**src/rtl/dmach_pkg.sv**
```systemverilog
package dmach_pkg;
  localparam int CH_NUM = 2;
  localparam int CNT_W  = 8;
  localparam int FLG_N  = 3;

  localparam logic [3:0] W_CTRL = 4'd0;
  localparam logic [3:0] W_STAT = 4'd1;
  localparam logic [3:0] W_CUR  = 4'd2;
  localparam logic [3:0] W_TAIL = 4'd4;

  localparam logic [31:0] CTRL_INIT   = 32'h0001_0000;
  localparam logic [31:0] CTRL_SRESET = 32'h0001_0006;
  localparam logic [15:0] STAT_INIT   = 16'h0001;

  localparam int B_RUN   = 0;
  localparam int B_TAILM = 1;
  localparam int B_SRST  = 2;
  localparam int B_HALT  = 0;
  localparam int B_IDLE  = 1;
  localparam int B_FLG   = 12;
endpackage

```
**src/rtl/dmach_addr_dec.sv**
```systemverilog
module dmach_addr_dec #(
  parameter int ADDR_W    = 8,
  parameter int WIN_BYTES = 48
) (
  input  logic [ADDR_W-1:0] addr,
  output logic              chan,
  output logic [3:0]        widx
);
  localparam logic [ADDR_W-1:0] WIN = ADDR_W'(WIN_BYTES);

  assign chan = 1'((addr / WIN) & ADDR_W'(1));
  assign widx = 4'((addr % WIN) >> 2);
endmodule

```
**src/rtl/dmach_chan.sv**
```systemverilog
module dmach_chan
  import dmach_pkg::*;
(
  input  logic             clk,
  input  logic             rst,
  input  logic             wr_en,
  input  logic             rd_en,
  input  logic [3:0]       widx,
  input  logic [31:0]      wdata,
  input  logic [CNT_W-1:0] cnt_in,
  input  logic [CNT_W-1:0] tmr_in,
  input  logic [FLG_N-1:0] flg_set,
  input  logic             idl_set,
  output logic [31:0]      rd_val,
  output logic             start_o,
  output logic             irq_o
);
  logic [31:0] ctrl_q;
  logic [15:0] stat_q;
  logic [31:0] cur_q;
  logic [31:0] tail_q;
  logic        start_q;
  logic        rst_pend;

  assign rst_pend = ctrl_q[B_SRST] | wdata[B_SRST];

  always_ff @(posedge clk) begin
    if (rst) begin
      ctrl_q  <= CTRL_INIT;
      stat_q  <= STAT_INIT;
      cur_q   <= '0;
      tail_q  <= '0;
      start_q <= 1'b0;
    end else begin
      start_q <= wr_en && (widx == W_TAIL);
      stat_q[B_FLG +: FLG_N] <= stat_q[B_FLG +: FLG_N] | flg_set;
      if (idl_set) stat_q[B_IDLE] <= 1'b1;
      if (rd_en && widx == W_CTRL) ctrl_q[B_SRST] <= 1'b0;
      if (wr_en) begin
        case (widx)
          W_CTRL: begin
            if (rst_pend) begin
              ctrl_q <= CTRL_SRESET;
              stat_q <= STAT_INIT;
            end else begin
              ctrl_q <= wdata | (32'd1 << B_TAILM);
              if (wdata[B_RUN]) begin
                stat_q[B_HALT] <= 1'b0;
                stat_q[B_IDLE] <= 1'b0;
              end
            end
          end
          W_STAT: stat_q[B_FLG +: FLG_N] <=
                    (stat_q[B_FLG +: FLG_N] & ~wdata[B_FLG +: FLG_N]) | flg_set;
          W_CUR:  cur_q <= wdata;
          W_TAIL: begin
            tail_q <= wdata;
            stat_q[B_IDLE] <= 1'b0;
          end
          default: ;
        endcase
      end
    end
  end

  always_comb begin
    case (widx)
      W_CTRL:  rd_val = ctrl_q & ~(32'd1 << B_SRST);
      W_STAT:  rd_val = {tmr_in, cnt_in, stat_q};
      W_CUR:   rd_val = cur_q;
      W_TAIL:  rd_val = tail_q;
      default: rd_val = '0;
    endcase
  end

  assign start_o = start_q;
  assign irq_o   = |(stat_q[B_FLG +: FLG_N] & ctrl_q[B_FLG +: FLG_N]);
endmodule

```
**src/rtl/dmach_regfile.sv**
```systemverilog
module dmach_regfile
  import dmach_pkg::*;
#(
  parameter int ADDR_W    = 8,
  parameter int WIN_BYTES = 48
) (
  input  logic                      clk,
  input  logic                      rst,
  input  logic [ADDR_W-1:0]         bus_addr,
  input  logic                      bus_wr,
  input  logic [31:0]               bus_wdata,
  input  logic                      bus_rd,
  output logic [31:0]               bus_rdata,
  input  logic [CH_NUM*CNT_W-1:0]   coal_cnt,
  input  logic [CH_NUM*CNT_W-1:0]   dly_tmr,
  input  logic [CH_NUM*FLG_N-1:0]   flag_set,
  input  logic [CH_NUM-1:0]         idle_set,
  output logic [CH_NUM-1:0]         start,
  output logic [CH_NUM-1:0]         irq
);
  logic        dec_chan;
  logic [3:0]  dec_widx;
  logic [31:0] ch_val [CH_NUM];
  logic [31:0] rdata_q;

  dmach_addr_dec #(.ADDR_W(ADDR_W), .WIN_BYTES(WIN_BYTES)) u_dec (
    .addr (bus_addr),
    .chan (dec_chan),
    .widx (dec_widx)
  );

  for (genvar c = 0; c < CH_NUM; c++) begin : g_ch
    dmach_chan u_chan (
      .clk     (clk),
      .rst     (rst),
      .wr_en   (bus_wr && (dec_chan == 1'(c))),
      .rd_en   (bus_rd && (dec_chan == 1'(c))),
      .widx    (dec_widx),
      .wdata   (bus_wdata),
      .cnt_in  (coal_cnt[c*CNT_W +: CNT_W]),
      .tmr_in  (dly_tmr[c*CNT_W +: CNT_W]),
      .flg_set (flag_set[c*FLG_N +: FLG_N]),
      .idl_set (idle_set[c]),
      .rd_val  (ch_val[c]),
      .start_o (start[c]),
      .irq_o   (irq[c])
    );
  end

  always_ff @(posedge clk) begin
    if (rst) rdata_q <= '0;
    else     rdata_q <= bus_rd ? ch_val[dec_chan] : '0;
  end

  assign bus_rdata = rdata_q;
endmodule

```
**config.mk**
```make
export PLATFORM = sky130hd
export DESIGN_NAME = dmach_regfile
export DESIGN_NICKNAME = d
export VERILOG_FILES = /design/src/rtl/dmach_pkg.sv /design/src/rtl/dmach_addr_dec.sv /design/src/rtl/dmach_chan.sv /design/src/rtl/dmach_regfile.sv
export SDC_FILE = /design/constraint.sdc
export NUM_CORES = 1
export LEC_CHECK = 0
export BUFFER_PORTS_ARGS = -buffer_cell sky130_fd_sc_hd__buf_2
export CAP_MARGIN = 30
export CELL_PAD_IN_SITES_DETAIL_PLACEMENT = 0
export CELL_PAD_IN_SITES_GLOBAL_PLACEMENT = 1
export CORE_MARGIN = 4
export CORE_UTILIZATION = 35
export DETAILED_ROUTE_END_ITERATION = 8
export GPL_TIMING_DRIVEN = 1
export PLACE_DENSITY_LB_ADDON = 0.3
export SKIP_LAST_GASP = 1
export SYNTH_ARGS = -nofsm -noshare
export SYNTH_HDL_FRONTEND = slang
export SYNTH_SLANG_ARGS = --single-unit
```
**constraint.sdc**
```tcl
create_clock -name clk -period 3.45 [get_ports clk]
set_input_delay 0.1725 -clock clk [delete_from_list [all_inputs] [get_ports clk]]
set_output_delay 0.1725 -clock clk [all_outputs]
set_load 0.005 [all_outputs]
```
# ---- Word level (Yosys, flattened, before mapping)
# Index checks and enable logic that the tools add are counted.
dict set report word_totals {
  elab_cells 88
  in_bits 84
  regBits 236
  output_inout_bits 36
}
dict set report op_classes {
  n_bitwise 14
  muxes 31
  eq_ne 3
  div_mod_pow 2
  order_cmp 1
  n_reduce_logical 22
}
# op count
set ops {}
lappend ops {{32-bit one-hot mux with 4 select lines} 2}
lappend ops {{32-bit two-way mux} 5}
lappend ops {{15-bit two-way mux} 2}
lappend ops {{13-bit two-way mux} 2}
lappend ops {{10-bit two-way mux} 2}
lappend ops {{3-bit AND} 4}
lappend ops {{3-bit two-way mux} 4}
lappend ops {{3-bit OR} 4}
lappend ops {{3-bit one-hot mux with 2 select lines} 2}
lappend ops {{2-bit AND reduction} 6}
lappend ops {{8-bit by 6-bit divider with 8-bit output (second input constant)} 1}
lappend ops {{1-bit logical AND} 8}
lappend ops {{8-bit by 6-bit modulo with 8-bit output (second input constant)} 1}
lappend ops {{2-bit two-way mux} 4}
lappend ops {{1-bit two-way mux} 6}
lappend ops {{3-bit AND reduction} 2}
lappend ops {{3-bit OR reduction} 2}
lappend ops {{4-bit by 1-bit equality test with 1-bit output (second input constant)} 1}
lappend ops {{4-bit by 2-bit equality test with 1-bit output (second input constant)} 1}
lappend ops {{4-bit by 3-bit equality test with 1-bit output (second input constant)} 1}
lappend ops {{4-bit logical NOT} 1}
lappend ops {{1-bit one-hot mux with 2 select lines} 2}
lappend ops {{2-bit nonzero test} 2}
lappend ops {{3-bit NOT} 1}
lappend ops {{5 further kinds} 7}

# ---- Logic depth before layout (Yosys ltp)
# Gate-level depths: netlist (run 1).
dict set report logic_depth {
  word_depth 7
  depth_mapped 9
}

# ---- By module
# Synthesis (run 1) repeated with hierarchy kept, for this count alone.
dict set report unflattened {
  cells_unflattened 1213
  hier_area_um2 11308.3
}
# mod instances cells_per_inst seq_area_each_um2 area_per_inst_um2
set by_module_without_submodules {}
lappend by_module_without_submodules {dmach_chan 2 542 2042.0 4992.3}
lappend by_module_without_submodules {dmach_regfile 1 108 640.6 1196.1}
lappend by_module_without_submodules {dmach_addr_dec 1 21 0.0 127.6}

# ---- Least setup slack after synthesis (run 1)
# Ideal clock, no wire load.
dict set report synth_timing {
  kind {input to register}
  from {input bus_addr[5]}
  to {register g_ch[1].u_chan.cur_q[2]}
  setup_slack_ns 1.674
  arrival_time_ns 1.648
  required_ns 3.322
  setup_time_ns 0.128
  path_stages 7
  n_path_buf 2
  path_cell_list {buf_4 nand2b_1 o22a_1 a2111oi_4 buf_6 mux2i_1 nor2_1}
}
dict set report synth_between {
  elab_chain_len 3
}
# element line
set synth_lines {}
lappend synth_lines {{start, declared} dmach_regfile.sv:9} ;# input logic [ADDR_W-1:0] bus_addr,
lappend synth_lines {{8-bit by 6-bit modulo with 8-bit output / 8-bit by 6-bit divider with 8-bit output (equally long branches)} {dmach_addr_dec.sv:12, dmach_addr_dec.sv:11}}
lappend synth_lines {{4-bit by 2-bit equality test with 1-bit output / 1-bit logical AND (equally long branches)} {dmach_chan.sv:40, dmach_regfile.sv:36}}
lappend synth_lines {{2-bit AND reduction (no source line) *} n/a}
lappend synth_lines {{end signal, assigned} dmach_chan.sv:55} ;# W_CUR: cur_q <= wdata;
lappend synth_lines {{end, declared} dmach_chan.sv:20} ;# logic [31:0] cur_q;
# Every way passes the cells marked *; elsewhere a longest branch is shown, timed or not.
# A chain may end at the register's enable or synchronous reset.

# ---- Worst setup path in the final report (run 1)
dict set report layout_timing {
  from {input bus_addr[4]}
  to {register rdata_q[1] (netlist: bus_rdata[1])}
}
dict set report layout_between {
  elab_chain_len 6
}
# element line
set layout_lines {}
lappend layout_lines {{8-bit by 6-bit modulo with 8-bit output} dmach_addr_dec.sv:12} ;# assign widx = 4'((addr % WIN) >> 2);
lappend layout_lines {{4-bit by 3-bit equality test with 1-bit output (tied with other cells)} dmach_chan.sv:67} ;# case (widx)
lappend layout_lines {{32-bit one-hot mux with 4 select lines} dmach_chan.sv:67}
lappend layout_lines {{32-bit two-way mux (not written as such) * (3 in a row)} dmach_regfile.sv:52} ;# else rdata_q <= bus_rd ? ch_val[dec_chan] : '0;
lappend layout_lines {{end signal, assigned} dmach_regfile.sv:52}
lappend layout_lines {{end, declared} dmach_regfile.sv:24} ;# logic [31:0] rdata_q;
# Every way passes the cells marked *; elsewhere a longest branch is shown, timed or not. The select of a mux whose other input is x is not followed.

==> results.md, run 1 <==
| Group | Item | This run |
|---|---|---|
| status | Result of the run | complete, no violations |
| synth | Area of the mapped netlist | 10800 um2 |
| final layout | Area delta synth->final | 20.3% |
| place | Weighted congestion reported at the end of routability-driven placement | 0.765 |
| synth | Area fraction of the dominant cell type after synthesis | 0.439 |
| synth | Synth Warn # | 0 |
| final layout | Fraction of final layout cells sized beyond drive strength 1 | 0.250 |
| routing | Wire length after detailed routing | 34.1 mm |
| setup path | Setup crit start kind | primary input |
| setup path | Cell type of the slowest stage on the worst timing path | sky130_fd_sc_hd__nor2_4 |
| job | Count of maximum capacitance violations | 0 |
| timing | Clock skew | 0.0126 ns |
| floorplanning | Initial Utilization | 0.359 |
| global routing | Total congestion overflow after global routing | 0 |
| floorplanning | Floorplan die width | 183 um |
| floorplanning | Full die area | 33600 um2 |
| synth | Post-Synthesis Net Count | 1270 |
| routing | Via count | 9149 |
| timing | Fmax | 0.449 GHz |
| synth | Synthesized area per cell | 9.07 um2 |
| cts | Number of buffers added by the clock tree synthesis step | 28 |
| setup path | Number of cells on the critical path | 8 |
| timing | Final number of setup-violating endpoints | 0 |
| setup path | List of cells traversed by the critical path | buf_2 > and4bb_1 > a211oi_4 > buf_4 > nor2_4 > buf_4 > a221oi_1 > a221oi_2 |
| timing | Transition at the pin with the smallest max-transition slack | 0.932 ns |
| pwr | Largest voltage drop on the vdd net | 0.000312 V |
| cts | Clock input transition at the sequential cells of the worst setup and hold paths | 0.06 ns |
| routing | Routed wire per std cell | 20.1 um |
| global routing | Largest net degree at the start of global routing | 60 |
| pwr | LEAKAGE | 4.82 nW |
| cts | Maximum buffer depth of the clock tree | 3 |
| global routing | Vias in the first global route | 9270 |
| floorplanning | Cell Rows | 63 |
| floorplanning | Core area | 30000 um2 |
| timing | Final hold viol count | 0 |
| place | Post-Place Setup Slack | 0.682 ns |
| timing | Min Tclk post-route | 2.23 ns |
| final layout | Commonest cells after routing, fill and taps aside | sky130_fd_sc_hd__dfxtp_1, sky130_fd_sc_hd__nand2_1, sky130_fd_sc_hd__a21oi_1, sky130_fd_sc_hd__buf_2, sky130_fd_sc_hd__nand3_1 |
| timing | Final clock period utilization by the worst path | 0.645 |
| routing | Starting DRC count in detailed routing | 679 |
| final layout | Layout filler cell count | 2993 |
| timing | Rel. slew slack | 0.378 |
| cts | Clock sink count | 236 |
| synth | Most frequently used flop master after synthesis | sky130_fd_sc_hd__dfxtp_1 |
| timing | Worst path setup slack after routing | 1.22 ns |
| final layout | Diodes inserted | 0 |
| setup path | Minimum setup slack among reg-to-reg paths | 1.74 ns |
| setup path | Cell mode on critical path | sky130_fd_sc_hd__buf_4 |
| pwr | Total power per unit cell area | 497 nW/um2 |
| cts | Number of cells upsized or downsized after cts | 0 |
| timing | Number of max-slew violations in the final report | 0 |
| cts | Clk_lat worst skew | 0.54 ns |
| setup path | Reg2reg path depth | 4 |
| cts | Number of buffers inserted to repair setup after CTS | 0 |
| routing | Drt via density | 5.39 |
| timing | Setup repair after global routing missed its margin | no |
| final layout | Most common cell after layout, fill and taps aside | sky130_fd_sc_hd__dfxtp_1 |
| setup path | Kind of cell adding the most delay to the critical path | buffers and inverters |
| timing | Setup TNS | 0 ns |
| floorplanning | Die H | 183 um |
| synth | Library cell with the largest summed area after synthesis | sky130_fd_sc_hd__dfxtp_1 |
| cts | Clock tree from TritonCTS | yes |
| synth | Distinct cell type count of the synthesized netlist | 59 |
| setup path | Required @ worst endpoint | 3.90 ns |
| hold path | Worst min-delay path class | in -> reg |
| synth | Proportion of synthesized flip-flops having asynchronous set or reset | 0 |
| synth | Flip-flop and latch count after synthesis | 236 |
| cts | Clock root buffer master | sky130_fd_sc_hd__clkbuf_16 |
| global routing | Initial antenna violation count | 0 |
| global routing | First-pass GRT wire length | 53.8 mm |
| synth | Sequential area share after synthesis | 0.439 |
| setup path | Critical-path maximum fanout | 22 |
| final layout | Final #Nets | 1370 |
| setup path | WS Path Type | in -> reg |
| synth | Gate count after technology mapping | 1186 |
| routing | First drt pass iteration count | 7 |
| cts | Maximum level of the CTS H-tree | 1 |
| synth | Number of enable flip-flop cells after synthesis | 0 |
| place | Placed wire-length estimate after detailed placement | 20.6 mm |
| global routing | Global-route total usage across every layer | 0.198 |
| setup path | Worst path max stage delay | 0.58 ns |
| setup path | CP bufs+invs | 3 |
| setup path | Element type at the critical path end | flop |
| synth | Area contributors post-synth | sky130_fd_sc_hd__dfxtp_1, sky130_fd_sc_hd__a221oi_2, sky130_fd_sc_hd__nand2_1 |
| routing | DRC errors left | 0 |
| routing | Number of nets with antenna violations after detailed routing | 0 |
| setup path | Arrival time at the worst endpoint | 2.67 ns |
| place | Buffers added on ports | 117 |
| floorplanning | I/O pin total | 120 |
| hold path | Number of cells on the worst hold path | 2 |
sequential cells by signal (all words and copies together), names as in the netlist:
signal and flops:
g_ch.u_chan.ctrl_q 64, g_ch.u_chan.tail_q 64, g_ch.u_chan.cur_q 64, g_ch.u_chan.stat_q 10
bus_rdata 32, g_ch.u_chan.start_o 2
stage by stage:
stage / utilization / instances / hold slack, ns / area [um2] / power, mW
2_1_floorplan: - / 1186 / 0.308 / 10800 / 3.24
3_3_place_gp: 0.387 / 1605 / 0.435 / 11600 / 3.48
3_5_place_dp: 0.387 / 1606 / 0.442 / 11600 / 3.49
4_1_cts: 0.432 / 1696 / 0.0363 / 12900 / 6.51
5_1_grt: 0.432 / 1696 / 0.0505 / 12900 / 6.67
6_report: 0.432 / 1696 / 0.0471 / 12900 / 6.43
report_power, final:
part,switching (mW),internal (mW),leakage (nW),total (mW)
clock,1.15,1.81,0.459,2.96
sequential,0.0202,2.76,1.91,2.78
combinational,0.446,0.239,2.46,0.685
cells in the mapped netlist, types with 2 or more instances:
| cell type | count |
|---|---|
| sky130_fd_sc_hd__a2111oi_0 | 2 |
| sky130_fd_sc_hd__a211oi_1 | 7 |
| sky130_fd_sc_hd__a211oi_4 | 2 |
| sky130_fd_sc_hd__a21oi_1 | 127 |
| sky130_fd_sc_hd__a221o_1 | 2 |
| sky130_fd_sc_hd__a221oi_1 | 31 |
| sky130_fd_sc_hd__a221oi_2 | 58 |
| sky130_fd_sc_hd__a222oi_1 | 2 |
| sky130_fd_sc_hd__a2bb2oi_1 | 2 |
| sky130_fd_sc_hd__a31oi_1 | 2 |
| sky130_fd_sc_hd__and3_1 | 3 |
| sky130_fd_sc_hd__and4bb_1 | 2 |
| sky130_fd_sc_hd__buf_1 | 4 |
| sky130_fd_sc_hd__buf_2 | 31 |
| sky130_fd_sc_hd__buf_4 | 17 |
| sky130_fd_sc_hd__buf_6 | 6 |
| sky130_fd_sc_hd__clkbuf_1 | 62 |
| sky130_fd_sc_hd__dfxtp_1 | 236 |
| sky130_fd_sc_hd__inv_1 | 7 |
| sky130_fd_sc_hd__mux2_2 | 53 |
| sky130_fd_sc_hd__mux2i_1 | 64 |
| sky130_fd_sc_hd__nand2_1 | 189 |
| sky130_fd_sc_hd__nand2b_1 | 4 |
| sky130_fd_sc_hd__nand3_1 | 92 |
| sky130_fd_sc_hd__nand3b_1 | 3 |
| sky130_fd_sc_hd__nand4_1 | 2 |
| sky130_fd_sc_hd__nor2_1 | 83 |
| sky130_fd_sc_hd__nor2_2 | 3 |
| sky130_fd_sc_hd__nor3_1 | 6 |
| sky130_fd_sc_hd__nor3b_2 | 2 |
| sky130_fd_sc_hd__o21ai_0 | 16 |
| sky130_fd_sc_hd__o21ai_1 | 32 |
| sky130_fd_sc_hd__o21bai_1 | 3 |
| sky130_fd_sc_hd__or2_2 | 2 |
| sky130_fd_sc_hd__or4_1 | 3 |
| sky130_fd_sc_hd__xnor2_2 | 2 |
| sky130_fd_sc_hd__xor2_1 | 2 |
final timing paths:
check,from,to
min reg2reg,g_ch[1].u_chan.ctrl_q[9],g_ch[1].u_chan.ctrl_q[9]
min,rst,g_ch[1].u_chan.cur_q[9]
max reg2reg,g_ch[0].u_chan.ctrl_q[2],g_ch[0].u_chan.ctrl_q[0]
max,bus_addr[4],bus_rdata[1]
area by class of cell:
cell class / count / area, um2 / share of cell area
multi-input combinational: 822 / 5430 / 0.420
inverter: 8 / 30.0 / 0.00232
timing repair buffer: 190 / 1330 / 0.103
sequential: 236 / 4720 / 0.365
tap: 390 / 488 / 0.0377
clock inverter: 7 / 92.6 / 0.00716
clock buffer: 43 / 838 / 0.0648
cell families (layout without fill, tap and decap cells):
| kind of cell | after synthesis | count (layout) | share of synthesized area |
|---|---|---|---|
| fa+ha+maj | 1 | 1 | 0.00105 |
| compound gates | 296 | 296 | 0.216 |
| flops | 236 | 236 | 0.439 |
| buf+inv | 128 | 248 | 0.0584 |
| mux | 117 | 117 | 0.115 |
| simple gates | 403 | 403 | 0.165 |
| xor+xnor | 5 | 5 | 0.00547 |
layer usage:
metal  up-vias  global-route usage  part of all wire
met5         -                   0                 0
met3        39              0.0266             0.046
met2       233               0.326              0.47
met1      4437               0.279              0.47
li1       4440                   -                 -
met4         0              0.0462             0.017
timing repair:
| action | 4_1_cts | 5_1_grt |
|---|---|---|
| hold buffers | 40 | 0 |
| endpoints found under the hold margin | 183 | 0 |
| endpoints found under the setup margin | 0 | 0 |
No activity file was read; power rests on OpenSTA's default activity.
==> run 2, diff against run 1 <==
==> constraint.sdc (replaced) <==
create_clock -name clk -period 2 [get_ports clk]
set_input_delay 0.1 -clock clk [delete_from_list [all_inputs] [get_ports clk]]
set_output_delay 0.1 -clock clk [all_outputs]
set_load 0.005 [all_outputs]
==> results.md, run 2 (same netlist as run 1, synthesis figures left out) <==
| Group | Item | This run | vs previous |
|---|---|---|---|
| cts | Clock sink count | 236 | unchanged |
| floorplanning | Full die area | 33600 um2 | unchanged |
| cts | Clock tree from TritonCTS | yes |  |
| job | Count of maximum capacitance violations | 0 | unchanged |
| pwr | Proportion of power drawn by the clock network | 0.454 | -0.007 |
| final layout | Most common cell after layout, fill and taps aside | sky130_fd_sc_hd__dfxtp_1 |  |
| setup path | Required @ worst endpoint | 2.47 ns | -1.43 ns |
| timing | Setup repair after global routing missed its margin | no |  |
| pwr | Internal Dissipation | 8.40 mW | +74% |
| routing | Drt via density | 5.42 | +0.45% |
| setup path | Arrival time at the worst endpoint | 2.32 ns | -0.35 ns |
| place | Cells after DPL | 1652 | +2.9% |
| cts | Clock root buffer master | sky130_fd_sc_hd__clkbuf_16 |  |
| pwr | Switching part of the total | 0.253 | +0.00181 |
| routing | Wire length after detailed routing | 35.7 mm | +4.6% |
| timing | Final hold viol count | 0 | unchanged |
| setup path | WS Path Type | in -> reg |  |
| place | Weighted congestion reported at the end of routability-driven placement | 0.785 | +2.7% |
| cts | Clk_lat worst skew | 0.54 ns | about the same |
| final layout | Diodes inserted | 0 | unchanged |
| floorplanning | Initial Utilization | 0.359 | unchanged |
| final layout | Fraction of final layout cells sized beyond drive strength 1 | 0.276 | +0.0263 |
| timing | Final clock period utilization by the worst path | 0.925 |  |
| global routing | Global-route total usage across every layer | 0.205 | +0.00650 |
| final layout | Utilization of the core after routing | 0.456 | +0.0240 |
| timing | Clock skew | 0.0141 ns | +0.00148 ns |
| final layout | Final #Nets | 1433 | +4.6% |
| pwr | Sequential power share | 0.427 | -0.006 |
| routing | Starting DRC count in detailed routing | 687 | +1.2% |
| cts | Maximum buffer depth of the clock tree | 3 | unchanged |
| cts | Number of buffers added by the clock tree synthesis step | 27 | -3.6% |
| global routing | Largest net degree at the start of global routing | 78 | +30% |
| timing | Rel. slew slack | 0.413 | +0.0344 |
| final layout | Area delta synth->final | 26.9% |  |
| hold path | Worst min-delay path class | in -> reg |  |
| setup path | Setup crit start kind | primary input |  |
| global routing | Initial antenna violation count | 0 | unchanged |
| place | Placed wire-length estimate after detailed placement | 22.7 mm | +10% |
| cts | Maximum level of the CTS H-tree | 1 | unchanged |
| floorplanning | Die H | 183 um | unchanged |
| global routing | First-pass GRT wire length | 55.3 mm | +2.9% |
| timing | Transition at the pin with the smallest max-transition slack | 0.881 ns | -0.0507 ns |
| final layout | Largest regs | g_ch.u_chan.ctrl_q x64, g_ch.u_chan.cur_q x64, g_ch.u_chan.tail_q x64 |  |
| routing | Via count | 9537 | +4.2% |
| final layout | Non-Filler Instances | 1760 | +3.8% |
| routing | Number of nets with antenna violations after detailed routing | 0 | unchanged |
| timing | Final number of setup-violating endpoints | 0 | unchanged |
| global routing | Vias in the first global route | 9414 | +1.6% |
| timing | Fin Hold WS | 0.0711 ns | +0.0240 ns |
| timing | Min Tclk post-route | 1.85 ns |  |
| routing | First drt pass iteration count | 5 | -2 |
| timing | Worst path setup slack after routing | 0.149 ns | -1.07 ns |
| place | Post-Place Setup Slack | -0.130 ns | -0.812 ns |
| setup path | Element type at the critical path end | flop |  |
| pwr | LEAKAGE | 5.20 nW | +7.8% |
| floorplanning | Cell Rows | 63 | unchanged |
| floorplanning | Core area | 30000 um2 | unchanged |
| floorplanning | I/O pin total | 120 | unchanged |
| pwr | Net switching component of the power | 2.85 mW | +76% |
| routing | DRC errors left | 0 | unchanged |
| status | Result of the run | complete, no violations |  |
| routing | Routed wire per std cell | 20.3 um | +0.79% |
| cts | Clock input transition at the sequential cells of the worst setup and hold paths | 0.06 ns | about the same |
| pwr | Largest voltage drop on the vdd net | 0.000793 V | +150% |
| place | Buffers added on ports | 117 | unchanged |
| floorplanning | Floorplan die width | 183 um | unchanged |
| pwr | Share of total power in combinational logic | 0.119 | +0.013 |
| global routing | Total congestion overflow after global routing | 0 | unchanged |
| pwr | Total power per unit cell area | 824 nW/um2 | +66% |
| setup path | Critical-path maximum fanout | 10 | -55% |
| timing | Number of max-slew violations in the final report | 0 | unchanged |
| final layout | Commonest cells after routing, fill and taps aside | sky130_fd_sc_hd__dfxtp_1, sky130_fd_sc_hd__nand2_1, sky130_fd_sc_hd__a21oi_1, sky130_fd_sc_hd__buf_2, sky130_fd_sc_hd__nand3_1 |  |
| timing | Fmax | 0.540 GHz |  |
==> run 2: cell types whose count changed in the layout (fill, tap and decap cells not counted) <==
cell	delta
sky130_fd_sc_hd__dlygate4sd3_1	+18
sky130_fd_sc_hd__clkbuf_1	-5
sky130_fd_sc_hd__buf_12	+15
sky130_fd_sc_hd__clkbuf_8	+4
sky130_fd_sc_hd__inv_6	-1
sky130_fd_sc_hd__clkbuf_16	-2
sky130_fd_sc_hd__and3_1	-1
sky130_fd_sc_hd__buf_8	+1
sky130_fd_sc_hd__and3_2	+1
sky130_fd_sc_hd__buf_4	+30
sky130_fd_sc_hd__clkinv_2	+4
==> run 2: per-layer routing <==
| layer | global-route usage | share of wire | up-vias |
|---|---|---|---|
| li1 | - | - | 4570 |
| met1 | 0.285 | 0.46 | 4656 |
| met2 | 0.340 | 0.47 | 257 |
| met3 | 0.0240 | 0.047 | 54 |
| met4 | 0.0530 | 0.023 | 0 |
| met5 | 0 | 0 | - |
==> run 2: path summary, 6_finish.rpt <==
check / startpoint / endpoint / slack, ns / cells after the start
setup / recovery: bus_wdata[2] / g_ch[1].u_chan.ctrl_q[6] / 0.15 / 7
hold / removal: bus_wr / g_ch[0].u_chan.ctrl_q[2] / 0.07 / 4
setup reg to reg: g_ch[1].u_chan.ctrl_q[2] / g_ch[1].u_chan.ctrl_q[6] / 0.20 / 5
hold reg to reg: g_ch[0].u_chan.ctrl_q[17] / g_ch[0].u_chan.ctrl_q[17] / 0.45 / 2
==> run 2: repair_timing <==
| item | CTS | global route |
|---|---|---|
| hold buffers | 58 | 0 |
| endpoints found under the setup margin | 0 | 1 |
| endpoints found under the hold margin | 215 | 0 |
| gates resized for setup | 0 | 1 |
| setup buffers | 0 | 0 |
==> run 2: final cells by class <==
class | instances | area, um2
timing repair buffer | 254 | 2050
tap | 390 | 488
fill | 2897 | 16300
multi-input combinational | 822 | 5440
clock inverter | 10 | 104
sequential | 236 | 4720
inverter | 8 | 30.0
clock buffer | 40 | 825
==> run 2: per-stage QoR <==
| stage | power (mW) | instance area [um2] | setup TNS, ns |
|---|---|---|---|
| 6_report | 11.2 | 13700 | 0 |
| 5_1_grt | 11.6 | 13700 | 0 |
| 4_1_cts | 11.4 | 13700 | 0 |
| 3_5_place_dp | 6.15 | 12100 | -1.82 |
| 3_3_place_gp | 6.15 | 12100 | -4.78 |
| 2_1_floorplan | 5.59 | 10800 | 0 |
==> run 2: worst max-delay path: stages <==
cell and delay [ns]:
sky130_fd_sc_hd__dlygate4sd3_1 0.55, sky130_fd_sc_hd__buf_2 0.21, sky130_fd_sc_hd__nor2_2 0.44, sky130_fd_sc_hd__buf_4 0.25, sky130_fd_sc_hd__nand3_1 0.08, sky130_fd_sc_hd__a21oi_1 0.13
sky130_fd_sc_hd__dlygate4sd3_1 0.55
==> run 2: power by group through the flow <==
stage / clock [mW] / combinational [mW] / sequential (mW)
floorplan: 0 / 0.698 / 4.90
global placement: 0 / 1.24 / 4.91
detailed placement: 0 / 1.25 / 4.91
CTS: 5.22 / 1.34 / 4.80
global route: 5.40 / 1.43 / 4.81
finish: 5.10 / 1.34 / 4.80
==> run 3, diff against run 2 <==
--- a/config.mk
+++ b/config.mk
@@ -5,7 +5,7 @@
 export SDC_FILE = /design/constraint.sdc
 export NUM_CORES = 1
 export LEC_CHECK = 0
-export BUFFER_PORTS_ARGS = -buffer_cell sky130_fd_sc_hd__buf_2
+export BUFFER_PORTS_ARGS = -buffer_cell sky130_fd_sc_hd__buf_4
 export CAP_MARGIN = 30
 export CELL_PAD_IN_SITES_DETAIL_PLACEMENT = 0
 export CELL_PAD_IN_SITES_GLOBAL_PLACEMENT = 1
==> results.md, run 3 (same netlist as run 1, synthesis figures left out) <==
| Group | Item | This run | vs previous |
|---|---|---|---|
| status | Result of the run | complete, no violations |  |
| final layout | Area delta synth->final | 28.1% |  |
| routing | Routed wire per std cell | 20.0 um | -1.4% |
| cts | Maximum level of the CTS H-tree | 1 | unchanged |
| setup path | Setup crit start kind | flop |  |
| routing | DRC errors left | 0 | unchanged |
| routing | First drt pass iteration count | 5 | unchanged |
| routing | Starting DRC count in detailed routing | 642 | -6.6% |
| global routing | Global-route total usage across every layer | 0.203 | -0.00213 |
| final layout | Fraction of final layout cells sized beyond drive strength 1 | 0.270 | -0.00640 |
| timing | Worst path setup slack after routing | 0.258 ns | +0.108 ns |
| timing | Clock skew | 0.0147 ns | +0.000583 ns |
| setup path | Arrival time at the worst endpoint | 1.64 ns | -0.68 ns |
| routing | Drt via density | 5.41 | -0.11% |
| timing | Transition at the pin with the smallest max-transition slack | 0.985 ns | +0.103 ns |
| global routing | Vias in the first global route | 9414 | unchanged |
| final layout | Final #Nets | 1425 | -0.56% |
| cts | Clk_lat worst skew | 0.55 ns | about the same |
| timing | Rel. slew slack | 0.344 | -0.0689 |
| setup path | Element type at the critical path end | primary output |  |
| global routing | Initial antenna violation count | 0 | unchanged |
| final layout | Combined area of the multi-input logic cells | 5430 um2 | about the same |
| final layout | Flip-flop and latch area | 4720 um2 | unchanged |
| pwr | Largest voltage drop on the vdd net | 0.000558 V | -30% |
| timing | Final hold viol count | 0 | unchanged |
| place | Buffers added on ports | 117 | unchanged |
| final layout | Layout filler cell count | 2916 | +0.66% |
| floorplanning | Cell Rows | 63 | unchanged |
| place | Weighted congestion reported at the end of routability-driven placement | 0.782 | -0.34% |
| global routing | First-pass GRT wire length | 54.9 mm | -0.82% |
| pwr | Overall power of the completed layout | 11.0 mW | -1.8% |
| setup path | Minimum setup slack among reg-to-reg paths | 0.51 ns | +0.31 ns |
| floorplanning | I/O pin total | 120 | unchanged |
| place | Post-Place Setup Slack | -0.0947 ns | +0.0351 ns |
| final layout | Utilization of the core after routing | 0.460 | +0.00401 |
| floorplanning | Full die area | 33600 um2 | unchanged |
| timing | Min Tclk post-route | 1.74 ns | -0.108 ns |
| floorplanning | Die H | 183 um | unchanged |
| routing | Via count | 9462 | -0.79% |
| cts | Clock tree from TritonCTS | yes |  |
| timing | Fmax | 0.574 GHz | +6.2% |
| hold path | Worst min-delay path class | in -> reg |  |
| timing | Setup repair after global routing missed its margin | no |  |
| timing | Number of max-slew violations in the final report | 0 | unchanged |
| job | Count of maximum capacitance violations | 0 | unchanged |
| final layout | Diodes inserted | 0 | unchanged |
| cts | Number of hold buffers added after CTS | 55 | -5.2% |
| final layout | Most common cell after layout, fill and taps aside | sky130_fd_sc_hd__dfxtp_1 |  |
| place | Placed wire-length estimate after detailed placement | 22.3 mm | -1.8% |
| global routing | Total congestion overflow after global routing | 0 | unchanged |
| pwr | Total power per unit cell area | 802 nW/um2 | -2.7% |
| routing | Wire length after detailed routing | 35.0 mm | -2.1% |
| setup path | Required @ worst endpoint | 1.90 ns | -0.57 ns |
| cts | Number of buffers added by the clock tree synthesis step | 27 | unchanged |
| timing | Final number of setup-violating endpoints | 0 | unchanged |
| cts | Number of cells upsized or downsized after cts | 0 | unchanged |
| floorplanning | Floorplan die width | 183 um | unchanged |
| floorplanning | Core area | 30000 um2 | unchanged |
| setup path | WS Path Type | reg -> out |  |
| cts | Clock sink count | 236 | unchanged |
| cts | Clock input transition at the sequential cells of the worst setup and hold paths | 0.06 ns | about the same |
| pwr | LEAKAGE | 5.18 nW | -0.35% |
| final layout | Largest regs | g_ch.u_chan.ctrl_q x64, g_ch.u_chan.cur_q x64, g_ch.u_chan.tail_q x64 |  |
| routing | Number of nets with antenna violations after detailed routing | 0 | unchanged |
| final layout | Commonest cells after routing, fill and taps aside | sky130_fd_sc_hd__dfxtp_1, sky130_fd_sc_hd__nand2_1, sky130_fd_sc_hd__buf_4, sky130_fd_sc_hd__a21oi_1, sky130_fd_sc_hd__nand3_1 |  |
| cts | Clock root buffer master | sky130_fd_sc_hd__clkbuf_16 |  |
| cts | Number of buffers inserted to repair setup after CTS | 0 | unchanged |
| timing | Final clock period utilization by the worst path | 0.871 | -0.0541 |
| global routing | Largest net degree at the start of global routing | 205 | +160% |
| setup path | Critical-path maximum fanout | 3 | -7 |
| floorplanning | Initial Utilization | 0.359 | unchanged |
| cts | Maximum buffer depth of the clock tree | 3 | unchanged |
-- run 3: path summary, 6_finish.rpt --
path	depth (start not counted)	startpoint	to
max	3	g_ch[0].u_chan.stat_q[13]	irq[0]
min reg2reg	2	g_ch[1].u_chan.ctrl_q[10]	g_ch[1].u_chan.ctrl_q[10]
min	3	dly_tmr[7]	bus_rdata[31]
max reg2reg	3	g_ch[1].u_chan.ctrl_q[2]	g_ch[1].u_chan.stat_q[1]
-- run 3: power by group --
| group | switching (mW) | internal [mW] | total [mW] |
|---|---|---|---|
| clock network | 2.01 | 2.88 | 4.88 |
| registers | 0.0373 | 4.77 | 4.80 |
| logic | 0.787 | 0.569 | 1.36 |
| total | 2.83 | 8.21 | 11.0 |
-- run 3: worst max-delay path, cell delays in order, from the launching register on --
cell	delay (ns)
sky130_fd_sc_hd__dfxtp_1	0.33
sky130_fd_sc_hd__a222oi_1	0.54
sky130_fd_sc_hd__inv_1	0.08
sky130_fd_sc_hd__buf_4	0.15
-- run 3: per-stage QoR --
stage	cell area, um2	cells	TNS, ns	hold slack, ns
2_1_floorplan	10800	1186	0	0.236
3_3_place_gp	12300	1646	-4.90	0.369
3_5_place_dp	12400	1647	-1.91	0.373
4_1_cts	13800	1748	0	0.000226
5_1_grt	13800	1748	0	0.0337
6_report	13800	1748	0	0.0160
-- run 3: layer usage --
metal	share of wire	GRT usage
met1	0.46	0.285
met2	0.47	0.333
met3	0.052	0.0319
met4	0.016	0.0405
met5	0	0
-- run 3: layout make-up --
class,count,area share
inverter,8,0.00218
clock inverter,10,0.00836
clock buffer,36,0.0544
timing repair buffer,246,0.162
multi-input combinational,822,0.394
sequential,236,0.343
tap,390,0.0354
